==> config.mk <==
export PLATFORM = sky130hd
export DESIGN_NAME = bus_ack_decoder
export DESIGN_NICKNAME = d
export VERILOG_FILES = /design/src/rtl/bus_ack_decoder.sv
export SDC_FILE = /design/constraint.sdc
export NUM_CORES = 1
export LEC_CHECK = 0
export BUFFER_PORTS_ARGS = -buffer_cell sky130_fd_sc_hd__buf_2
export CAP_MARGIN = 5
export CORE_MARGIN = 2
export CORE_UTILIZATION = 50
export DETAILED_ROUTE_END_ITERATION = 7
export PLACE_DENSITY = 0.82
export REMOVE_ABC_BUFFERS = 1
export SKIP_LAST_GASP = 1
export SLEW_MARGIN = 5
export SYNTH_ARGS = -nofsm -noshare
export SYNTH_HDL_FRONTEND = slang
export SYNTH_SLANG_ARGS = --single-unit
==> constraint.sdc <==
create_clock -name clk -period 3.4 [get_ports clk]
set_input_delay 0.17 -clock clk [delete_from_list [all_inputs] [get_ports clk]]
set_output_delay 0.17 -clock clk [all_outputs]
set_load 0.02 [all_outputs]
==> src/rtl/bus_ack_decoder.sv <==
module bus_ack_decoder #(
  parameter int AW       = 22,
  parameter int CW       = 4,
  parameter int REG_WAIT = 2
) (
  input  logic          clk,
  input  logic          rst_n,
  input  logic [AW-1:0] bus_addr,
  input  logic          cs_n,
  input  logic          uds_n,
  input  logic          lds_n,
  input  logic          dram_ready,
  input  logic          cfg_we,
  input  logic [2:0]    cfg_delay,
  output logic          rom_cs_n,
  output logic          io_cs_n,
  output logic          dtack_n
);

  localparam logic [AW-1:0] ROM_LO = AW'(32'h200000);
  localparam logic [AW-1:0] IO_LO  = AW'(32'h27FE00);
  localparam logic [AW-1:0] REG_LO = AW'(32'h27FFF0);
  localparam logic [AW-1:0] REG_HI = AW'(32'h27FFFF);

  typedef enum logic [2:0] {ST_IDLE, ST_CNT, ST_DRAM, ST_HOLD, ST_ACK} st_t;

  logic [2:0]    sync1, sync2;
  logic [2:0]    dly_q;
  logic [CW-1:0] cnt_q, rom_wait;
  st_t           st_q;
  logic          acc, is_dram, is_rom, is_io, is_reg;

  always_ff @(posedge clk or negedge rst_n)
    if (!rst_n) begin
      sync1 <= 3'b111;
      sync2 <= 3'b111;
    end else begin
      sync1 <= {cs_n, uds_n, lds_n};
      sync2 <= sync1;
    end

  assign acc     = ~sync2[2] & ~(sync2[1] & sync2[0]);
  assign is_dram = bus_addr < ROM_LO;
  assign is_rom  = (bus_addr >= ROM_LO) && (bus_addr < IO_LO);
  assign is_io   = (bus_addr >= IO_LO) && (bus_addr < REG_LO);
  assign is_reg  = (bus_addr >= REG_LO) && (bus_addr <= REG_HI);

  always_ff @(posedge clk or negedge rst_n)
    if (!rst_n)      dly_q <= 3'b000;
    else if (cfg_we) dly_q <= cfg_delay;

  assign rom_wait = dly_q[2] ? CW'(3 + 2 * dly_q[1:0]) : CW'(11);

  always_ff @(posedge clk or negedge rst_n)
    if (!rst_n) begin
      st_q  <= ST_IDLE;
      cnt_q <= '0;
    end else begin
      case (st_q)
        ST_IDLE:
          if (acc) begin
            if (is_rom) begin
              st_q  <= ST_CNT;
              cnt_q <= rom_wait - CW'(2);
            end else if (is_reg) begin
              st_q  <= ST_CNT;
              cnt_q <= CW'(REG_WAIT - 2);
            end else if (is_dram) st_q <= ST_DRAM;
            else                  st_q <= ST_HOLD;
          end
        ST_CNT:
          if (!acc)             st_q <= ST_IDLE;
          else if (cnt_q == '0) st_q <= ST_ACK;
          else                  cnt_q <= cnt_q - CW'(1);
        ST_DRAM:
          if (!acc)            st_q <= ST_IDLE;
          else if (dram_ready) st_q <= ST_ACK;
        default:
          if (!acc) st_q <= ST_IDLE;
      endcase
    end

  assign dtack_n  = (st_q != ST_ACK);
  assign rom_cs_n = ~(acc & is_rom);
  assign io_cs_n  = ~(acc & is_io);


  io_no_ack_chk: assert property (@(posedge clk) disable iff (!rst_n)
    !io_cs_n |-> dtack_n);


  ack_release_chk: assert property (@(posedge clk) disable iff (!rst_n)
    !acc |=> dtack_n);


  ack_needs_acc_chk: assert property (@(posedge clk) disable iff (!rst_n)
    $fell(dtack_n) |-> $past(acc));


  dram_ready_chk: assert property (@(posedge clk) disable iff (!rst_n)
    ($fell(dtack_n) && is_dram) |-> $past(dram_ready));


  cs_excl_chk: assert property (@(posedge clk) disable iff (!rst_n)
    !(!rom_cs_n && !io_cs_n));

endmodule

==> results of run 1 <==
-- report_power, final --
part | switching, mW | leakage [nW] | internal [mW]
clock | 0.0556 | 0.0210 | 0.0651
combinational | 0.101 | 0.291 | 0.0926
sequential | 0.0434 | 0.188 | 0.230
-- routing by layer --
| metal | up-vias | wire length (um) | global-route usage [%] |
|---|---|---|---|
| li1 | 402 | - | - |
| met1 | 369 | 782 | 22.0 |
| met2 | 40 | 859 | 33.1 |
| met3 | 2 | 127 | 1.59 |
| met4 | 0 | 18 | 9.71 |
| met5 | - | 0 | 0 |
-- logic make-up after synthesis --
family	count (synthesis)	synth area share [%]
and+or+nand+nor	40	23.1
AOI/OAI and AO/OA	20	17.0
DFF	16	46.6
muxes	5	6.29
buffers and inverters	4	1.71
adders and majority gates	3	4.29
xor gates and xnor gates	1	1.00
-- area by class of cell --
class / instances / area (um2) / share of cell area, %
Multi-Input combinational cell: 69 / 453 / 40.4
Clock buffer: 4 / 36.3 / 3.24
Sequential cell: 16 / 408 / 36.4
Tap cell: 17 / 21.3 / 1.90
Timing Repair Buffer: 34 / 190 / 17.0
Inverter: 3 / 11.3 / 1.01
-- layout by cell type (no fill, tap or decap), types with 2 or more instances in the layout --
| cell type | synthesis | final |
|---|---|---|
| sky130_fd_sc_hd__o21ai_0 | 3 | 3 |
| sky130_fd_sc_hd__nor3b_1 | 2 | 2 |
| sky130_fd_sc_hd__inv_1 | 3 | 3 |
| sky130_fd_sc_hd__a21oi_1 | 3 | 3 |
| sky130_fd_sc_hd__o21a_1 | 2 | 2 |
| sky130_fd_sc_hd__ha_1 | 3 | 3 |
| sky130_fd_sc_hd__dfstp_2 | 6 | 6 |
| sky130_fd_sc_hd__nor2_1 | 4 | 4 |
| sky130_fd_sc_hd__clkbuf_4 | 0 | 3 |
| sky130_fd_sc_hd__o22ai_1 | 2 | 2 |
| sky130_fd_sc_hd__nand3_1 | 6 | 6 |
| sky130_fd_sc_hd__nand2b_1 | 2 | 2 |
| sky130_fd_sc_hd__buf_2 | 0 | 30 |
| sky130_fd_sc_hd__nand2_1 | 16 | 16 |
| sky130_fd_sc_hd__dfrtp_1 | 10 | 10 |
| sky130_fd_sc_hd__dlygate4sd3_1 | 0 | 4 |
| sky130_fd_sc_hd__mux2_2 | 3 | 3 |
| sky130_fd_sc_hd__nand4_1 | 2 | 2 |
-- registers in the layout, indices dropped and copies added, names as in the netlist --
signal	flops
st_q	3
cnt_q	4
sync2	3
sync1	3
dly_q	3
-- per-stage QoR --
stage	hold slack, ps	util (%)	area, um2
floorplan	-126	-	872
global placement	82.8	61.8	1040
detailed placement	90.4	61.8	1040
CTS	111	66.3	1120
global route	124	66.3	1120
finish	122	66.3	1120
-- final timing paths --
path                                      startpoint              endpoint  slack [ps]  depth (start not counted)
worst max register to register  cnt_q[0]$_DFFE_PN0P_   st_q[1]$_DFFE_PN0P_        1540                          7
min in group asynchronous                      rst_n   st_q[2]$_DFFE_PN0P_         330                          2
worst max-delay path            cnt_q[0]$_DFFE_PN0P_   st_q[1]$_DFFE_PN0P_        1540                          7
worst min-delay path                    cfg_delay[0]  dly_q[0]$_DFFE_PN0P_         120                          2
max in group asynchronous                      rst_n    sync1[0]$_DFF_PN1_        2780                          2
worst min register to register    sync1[0]$_DFF_PN1_    sync2[0]$_DFF_PN1_         360                          0
==> results_dict.tcl, run 1 <==
set metrics [dict create \
    outcome "finished, final reports clean" \
    hold_buffers 4 \
    tritoncts "yes" \
    grt_pass1_wl_um 2860 \
    tightest_slew_ps 681 \
    finalSetupViolations 0 \
    finalSetupTns_ps 0 \
    worst_hold_path_type "input port to flip-flop" \
    synth.yosys.seq_area_share_pct 46.6 \
    clk_root_buffer_cell "sky130_fd_sc_hd__clkbuf_4" \
    dpl.hpwl_um 1380 \
    post-synth-top-area-fraction_pct 28.6 \
    grt_antenna_before_repair 0 \
    grt_pass1_vias 744 \
    synth.most_common_cell "sky130_fd_sc_hd__nand2_1" \
    cts_buffers 3 \
    core-area_um2 1690 \
    detailedPlace.worstSlack_ps 1560 \
    diodes 0 \
    synth-edff-count 0 \
    min_period_over_period_pct 54.7 \
    synthTopCellsByCount "16 x sky130_fd_sc_hd__nand2_1, 10 x sky130_fd_sc_hd__dfrtp_1, 6 x sky130_fd_sc_hd__dfstp_2, 6 x sky130_fd_sc_hd__nand3_1, 4 x sky130_fd_sc_hd__nor2_1" \
    net_count_reported_at_finish 162 \
    cell_area_after_technology_mapping_um2 876 \
    timing.fmax_ghz 0.538 \
    async_reset_ff_share_pct 100 \
    detailedRoute.firstIterationViolations 14 \
    detail_route.first_pass.iterations 4 \
    clkSlewWorstSetupHoldPaths_ps 90 \
    maxCapViolCount 0 \
    route.vias.total 813 \
    critPathRequiredTime_ps 3570 \
    global_route_total_overflow 0 \
    layout-drive-gt1-share_pct 37.3 \
    synthDominantAreaCellType "sky130_fd_sc_hd__dfrtp_1" \
    final.fill_count 138 \
    post_synth_num_cell_types 37 \
    fin_ws_ps 1540 \
    remaining_drc_errors 0 \
    die_span_y_um 45.9 \
    drt-vias-per-instance 5.69 \
    synthesis.area_per_instance_um2 9.84 \
    power_density_nw_per_um2 525 \
    htree_levels 1 \
    area.growth.synth_to_final_pct 27.9 \
    worst-setup-path-type "flip-flop to flip-flop" \
    start_util_pct 51.9 \
    p_leak_nw 0.500 \
    timing.clock.skew_ps 0.353 \
    die_width_um 45.9 \
    cts_repair_resize_count 0 \
    final_antenna_net_count 0 \
    report.power.total_mw 0.587 \
    min_tclk_post_route_ps 1860 \
    critPathLaunchType "flip-flop" \
    cts_setup_buffers 0 \
    vdd_drop_max_uv 312 \
    buf_inv_stages_crit_path 1 \
    synth.area.top_cells "sky130_fd_sc_hd__dfrtp_1 29%, sky130_fd_sc_hd__dfstp_2 18%, sky130_fd_sc_hd__nand2_1 6.9%, sky130_fd_sc_hd__ha_1 4.3%, sky130_fd_sc_hd__mux2_2 3.9%" \
    rows 15 \
    placedCellCount 135 \
    io_pins 35 \
    post_drt_wl_per_cell_um 12.5 \
    numClockSinks 16 \
    critical_path_cell_sequence "inv_1 -> ha_1 -> or3b_2 -> a221oi_1 -> nor2b_1 -> nand2_1 -> nand2_1" \
    die_area_um2 2100 \
    largest_fanout_of_any_net_on_the_critical_path 5 \
    final-hold-violation-count 0 \
    timing.slew.headroom_pct 54.6 \
    globalplace.congestion 0.754 \
    clkLatencyLatePin_ps 280 \
    endpoint_type_of_the_worst_setup_path "flip-flop" \
    syn_inst 89 \
    cpMaxStageDelayCell "sky130_fd_sc_hd__or3b_2" \
    pin_count_of_the_biggest_net_entering_global_routing 17 \
    globalRouteTotalUtil_pct 18.7 \
    place.port_buffers 30 \
    yosys_register_bits 16 \
    ctsLongestPathBuffers 2 \
    timing.critical_path.max_delay_family "simple AND/OR/NAND/NOR gates" \
    setup_repair_after_global_routing_missed_its_margin "false" \
    synth_flop_cell "sky130_fd_sc_hd__dfrtp_1" \
    crit_top_cell "sky130_fd_sc_hd__nand2_1" \
    critPathArrivalTime_ps 2030 \
    wirelength_um 1790 \
    final-instance-count-excl-fill 143 \
    slowest_stage_delay_cp_ps 470 \
    final_slew_viol_count 0 \
    yosys_warnings 0 \
]
(Power assumes the default switching activity.)
==> run 2: changes to the inputs <==
--- a/config.mk
+++ b/config.mk
@@ -8,9 +8,9 @@
 export BUFFER_PORTS_ARGS = -buffer_cell sky130_fd_sc_hd__buf_2
 export CAP_MARGIN = 5
 export CORE_MARGIN = 2
-export CORE_UTILIZATION = 50
+export CORE_UTILIZATION = 46
 export DETAILED_ROUTE_END_ITERATION = 7
-export PLACE_DENSITY = 0.82
+export PLACE_DENSITY = 0.76
 export REMOVE_ABC_BUFFERS = 1
 export SKIP_LAST_GASP = 1
 export SLEW_MARGIN = 5
==> constraint.sdc (replaced) <==
create_clock -name clk -period 1.79 [get_ports clk]
set_input_delay 0.0895 -clock clk [delete_from_list [all_inputs] [get_ports clk]]
set_output_delay 0.0895 -clock clk [all_outputs]
set_load 0.02 [all_outputs]
==> results_dict.tcl, run 2 (synthesis results as in run 1) <==
set metrics [dict create \
    commonest_non_fill_non_tap_cell_in_the_layout "sky130_fd_sc_hd__buf_2" \
    die_width_um 47.6 \
    grt_pass1_wl_um 2860 \
    post_drt_wl_per_cell_um 12.2 \
    critPathRequiredTime_ps 1950 \
    vdd_drop_max_uv 755 \
    clkSlewWorstSetupHoldPaths_ps 80 \
    diodes 0 \
    min_tclk_post_route_ps 1710 \
    detailedRoute.firstIterationViolations 21 \
    dpl.hpwl_um 1570 \
    core-area_um2 1760 \
    net_count_reported_at_finish 170 \
    timing.slew.headroom_pct 59.0 \
    worst-setup-path-type "flip-flop to flip-flop" \
    route.vias.total 862 \
    final-instance-count-excl-fill 159 \
    io_pins 35 \
    drt-vias-per-instance 5.42 \
    final.fill_count 158 \
    layout.cells.most_common_list "30 x sky130_fd_sc_hd__buf_2, 16 x sky130_fd_sc_hd__nand2_1, 10 x sky130_fd_sc_hd__dfrtp_1, 8 x sky130_fd_sc_hd__buf_4" \
    timing.critical_path.max_delay_family "simple AND/OR/NAND/NOR gates" \
    buf_inv_stages_crit_path 1 \
    tightest_slew_ps 607 \
    endpoint_type_of_the_worst_setup_path "flip-flop" \
    clk_root_buffer_cell "sky130_fd_sc_hd__clkbuf_4" \
    numClockSinks 16 \
    placedCellCount 150 \
    timing.clock.skew_ps 3.54 \
    largest_fanout_of_any_net_on_the_critical_path 4 \
    cpMaxStageDelayCell "sky130_fd_sc_hd__or3b_2" \
    final_slew_viol_count 0 \
    crit_top_cell "sky130_fd_sc_hd__nand2_1" \
    critical_path_cell_sequence "inv_1 -> ha_2 -> or3b_2 -> a221oi_2 -> nor2b_1 -> nand2_1 -> nand2_1" \
    layout-drive-gt1-share_pct 43.3 \
    start_util_pct 49.6 \
    max_flop_register "cnt_q" \
    outcome "finished, final reports clean" \
    grt_antenna_before_repair 0 \
    maxCapViolCount 0 \
    dpl-instance-area_um2 1110 \
    final-hold-violation-count 0 \
    area.growth.synth_to_final_pct 36.9 \
    power_density_nw_per_um2 1000 \
    tritoncts "yes" \
    globalplace.congestion 0.767 \
    die_span_y_um 47.6 \
    globalRouteTotalUtil_pct 18.5 \
    critPathArrivalTime_ps 1870 \
    die_area_um2 2270 \
    largest_register_ffs 4 \
    timing.fmax_ghz 0.585 \
    setup_repair_after_global_routing_missed_its_margin "false" \
    htree_levels 1 \
    cts_buffers 3 \
    grt_pass1_vias 772 \
    pin_count_of_the_biggest_net_entering_global_routing 17 \
    global_route_total_overflow 0 \
    wirelength_um 1950 \
    place.port_buffers 30 \
    p_leak_nw 0.539 \
    critPathLaunchType "flip-flop" \
    clkLatencyLatePin_ps 270 \
    final_antenna_net_count 0 \
    min_period_over_period_pct 95.5 \
    ctsLongestPathBuffers 2 \
    slowest_stage_delay_cp_ps 460 \
    remaining_drc_errors 0 \
    detail_route.first_pass.iterations 5 \
    finalSetupViolations 0 \
    rows 15 \
    design_area_um2 1200 \
    worst_hold_path_type "input port to flip-flop" \
]
## run 2: cell types whose count changed in the layout (fill, tap and decap cells not counted), sizes merged
cell  change
buf       +8
## run 2: report_power, final
part / internal [mW] / switching, mW / leakage, nW / total (mW)
Sequential: 0.436 / 0.0748 / 0.188 / 0.511
Combinational: 0.242 / 0.224 / 0.330 / 0.466
Clock: 0.124 / 0.0986 / 0.0210 / 0.222
## run 2: layout make-up
class | instances | area [um2] | area share [%]
multi-input combinational | 69 | 462 | 38.5
sequential | 16 | 408 | 34.0
timing repair buffer | 42 | 250 | 20.9
clock buffer | 4 | 36.3 | 3.03
tap | 25 | 31.3 | 2.61
inverter | 3 | 11.3 | 0.939
## run 2: repair_timing
action	in CTS	in global routing
setup buffers	0	1
pin swaps	0	1
gates cloned	0	0
resized for setup	1	2
setup endpoints to repair	1	2
hold endpoints to repair	19	0
hold buffers	4	0
## run 2: metal layers
metal  up-vias  wire (um)  global-route usage [%]
li1        420          -                       -
met1       391        752                    17.4
met2        47       1000                    37.6
met3         4        159                    2.64
met4         0         33                    9.73
met5         -          0                       0
## run 2: final timing paths
path	from	to	slack [ps]	cells after the start
max in group asynchronous	rst_n	sync2[2]$_DFF_PN1_	1250	2
min in group asynchronous	rst_n	dly_q[2]$_DFFE_PN0P_	240	2
worst max register to register	cnt_q[1]$_DFFE_PN0P_	st_q[1]$_DFFE_PN0P_	80	7
worst min register to register	sync1[1]$_DFF_PN1_	sync2[1]$_DFF_PN1_	360	0
worst min-delay path	cfg_delay[2]	dly_q[2]$_DFFE_PN0P_	40	2
worst max-delay path	cnt_q[1]$_DFFE_PN0P_	st_q[1]$_DFFE_PN0P_	80	7
## run 2: metrics by stage
stage          setup slack (ps)  utilization, %  hold WS, ps  power, mW  setup TNS (ps)
3_3_place_gp               71.8            62.7         3.40      0.906               0
4_1_cts                    30.7            67.4         33.2       1.19               0
5_1_grt                    8.11            67.9         40.7       1.28               0
2_1_floorplan               131               -         -206      0.766               0
6_report                   80.8            67.9         44.0       1.20               0
3_5_place_dp              -26.7            62.7         9.91      0.942           -26.7
==> run 3: changes to the inputs <==
--- a/config.mk
+++ b/config.mk
@@ -8,9 +8,10 @@
 export BUFFER_PORTS_ARGS = -buffer_cell sky130_fd_sc_hd__buf_2
 export CAP_MARGIN = 5
 export CORE_MARGIN = 2
-export CORE_UTILIZATION = 46
+export CORE_UTILIZATION = 42
 export DETAILED_ROUTE_END_ITERATION = 7
-export PLACE_DENSITY = 0.76
+export HOLD_SLACK_MARGIN = 0.02
+export PLACE_DENSITY = 0.74
 export REMOVE_ABC_BUFFERS = 1
 export SKIP_LAST_GASP = 1
 export SLEW_MARGIN = 5
==> constraint.sdc (replaced) <==
create_clock -name clk -period 1.55 [get_ports clk]
set_input_delay 0.0775 -clock clk [delete_from_list [all_inputs] [get_ports clk]]
set_output_delay 0.0775 -clock clk [all_outputs]
set_load 0.02 [all_outputs]
==> results_dict.tcl, run 3 (synthesis results as in run 1) <==
set metrics [dict create \
    area.growth.synth_to_final_pct 54.4 \
    commonest_non_fill_non_tap_cell_in_the_layout "sky130_fd_sc_hd__buf_2" \
    buf_inv_stages_crit_path 1 \
    timing.slew.headroom_pct 74.4 \
    drt-vias-per-instance 5.25 \
    report.power.total_mw 1.59 \
    numClockSinks 16 \
    worst_r2r_dst "st_q[1]$_DFFE_PN0P_" \
    core-area_um2 1960 \
    hold_path_end "dly_q[2]$_DFFE_PN0P_" \
    critPathRequiredTime_ps 1730 \
    final-instance-count-excl-fill 176 \
    die_span_y_um 49.7 \
    worst_hold_path.num_cells 2 \
    detail_route.first_pass.iterations 4 \
    worst-setup-path-type "flip-flop to flip-flop" \
    grt_pass1_wl_um 3370 \
    layout-drive-gt1-share_pct 49.7 \
    die_width_um 49.7 \
    final.hold.worst_slack_ps 35.9 \
    route.vias.total 924 \
    finalSetupViolations 0 \
    global_route_total_overflow 0 \
    final_antenna_net_count 0 \
    dpl-instance-area_um2 1190 \
    io_pins 35 \
    clkSlewWorstSetupHoldPaths_ps 90 \
    min_period_over_period_pct 100 \
    post_drt_wl_per_cell_um 12.3 \
    critPathArrivalTime_ps 1730 \
    grt_antenna_before_repair 0 \
    pin_count_of_the_biggest_net_entering_global_routing 17 \
    vdd_drop_max_uv 899 \
    min_tclk_post_route_ps 1550 \
    cts_buffers 3 \
    timing.critical_path.max_delay_family "simple AND/OR/NAND/NOR gates" \
    tightest_slew_ps 379 \
    ctsLongestPathBuffers 2 \
    final-hold-violation-count 0 \
    design_area_um2 1350 \
    p_leak_nw 0.614 \
    start_util_pct 44.6 \
    final.fill_count 170 \
    power_density_nw_per_um2 1180 \
    rows 16 \
    htree_levels 1 \
    multi_input_combinational_cell_area_um2 495 \
    timing.reg2reg.worst_path_depth 7 \
    diodes 0 \
    largest_fanout_of_any_net_on_the_critical_path 3 \
    finalSetupTns_ps 0 \
    grt_pass1_vias 855 \
    die_area_um2 2470 \
    endpoint_type_of_the_worst_setup_path "flip-flop" \
    maxCapViolCount 0 \
    rr_startpoint "cnt_q[0]$_DFFE_PN0P_" \
    cpMaxStageDelayCell "sky130_fd_sc_hd__dfrtp_1" \
    clkLatencyLatePin_ps 280 \
    timing.clock.skew_ps 3.98 \
    detailedRoute.firstIterationViolations 10 \
    timing.fmax_ghz 0.645 \
    critical_path_cell_sequence "inv_2 -> ha_4 -> or3b_4 -> a221oi_4 -> nor2b_1 -> nand2_1 -> nand2_1" \
    net_count_reported_at_finish 185 \
    detailedPlace.worstSlack_ps -146 \
    remaining_drc_errors 0 \
    outcome "finished, final reports clean" \
    slowest_stage_delay_cp_ps 400 \
    wirelength_um 2160 \
    globalRouteTotalUtil_pct 17.7 \
    regArea_um2 408 \
    hold_path_startpoint "cfg_delay[2]" \
    critPathLaunchType "flip-flop" \
    final_slew_viol_count 0 \
    worst_hold_path_type "input port to flip-flop" \
    worst-path-stages 7 \
    fin_ws_ps 0.407 \
    placedCellCount 163 \
    dpl.hpwl_um 1550 \
    utilization_pct 68.9 \
    setup_repair_after_global_routing_missed_its_margin "true" \
    globalplace.congestion 0.910 \
    max_flop_register "cnt_q" \
    largest_register_ffs 4 \
    tritoncts "yes" \
    layout.cells.most_common_list "30 x sky130_fd_sc_hd__buf_2, 21 x sky130_fd_sc_hd__buf_4, 16 x sky130_fd_sc_hd__nand2_1, 10 x sky130_fd_sc_hd__dfrtp_1" \
    reg2reg_setup_slack_ps 0.4 \
    crit_top_cell "sky130_fd_sc_hd__nand2_1" \
    clk_root_buffer_cell "sky130_fd_sc_hd__clkbuf_4" \
    place.port_buffers 30 \
]
-- run 3: cell type report --
type	instances	share of cell area [%]
clock buffer	4	2.68
sequential	16	30.2
inverter	3	0.833
timing repair buffer	57	27.2
multi-input combinational	69	36.6
tap	27	2.50
-- run 3: worst register-to-register path: stages, from the launching register on --
cell and delay (ps):
sky130_fd_sc_hd__dfrtp_1 400, sky130_fd_sc_hd__inv_2 90, sky130_fd_sc_hd__ha_4 130, sky130_fd_sc_hd__or3b_4 380
sky130_fd_sc_hd__a221oi_4 250, sky130_fd_sc_hd__nor2b_1 80, sky130_fd_sc_hd__nand2_1 60, sky130_fd_sc_hd__nand2_1 50
-- run 3: worst max path at each step --
stage                    startpoint              endpoint  slack (ps)
2_1_floorplan  cnt_q[0]$_DFFE_PN0P_   st_q[1]$_DFFE_PN0P_        -110
3_3_place_gp           bus_addr[14]  cnt_q[1]$_DFFE_PN0P_        -120
3_5_place_dp           bus_addr[14]  cnt_q[1]$_DFFE_PN0P_        -150
4_1_cts        cnt_q[0]$_DFFE_PN0P_   st_q[1]$_DFFE_PN0P_          -3
5_1_grt        cnt_q[0]$_DFFE_PN0P_   st_q[1]$_DFFE_PN0P_         -60
6_report       cnt_q[0]$_DFFE_PN0P_   st_q[1]$_DFFE_PN0P_         0.4
-- run 3: routing by layer --
metal	part of all wire, %	GRT usage (%)	up-vias	routed length [um]
li1	-	-	447	-
met1	39	17.9	426	832
met2	52	34.4	45	1120
met3	8.1	4.24	6	175
met4	1.3	6.48	0	27
met5	0	0	-	0
-- run 3: what timing repair did --
item                                    CTS  global route
hold endpoints to repair                 20             1
endpoints found under the setup margin    3             5
cloned                                    0             0
pin swaps                                 4             8
resized for setup                         4             6
hold buffers                              5             1
buffers inserted                          2             1
-- run 3: power by group --
group | internal (mW) | total, mW | leakage [nW] | switching (mW)
Combinational | 0.408 | 0.737 | 0.406 | 0.329
Clock | 0.143 | 0.269 | 0.0210 | 0.126
Sequential | 0.504 | 0.584 | 0.188 | 0.0801
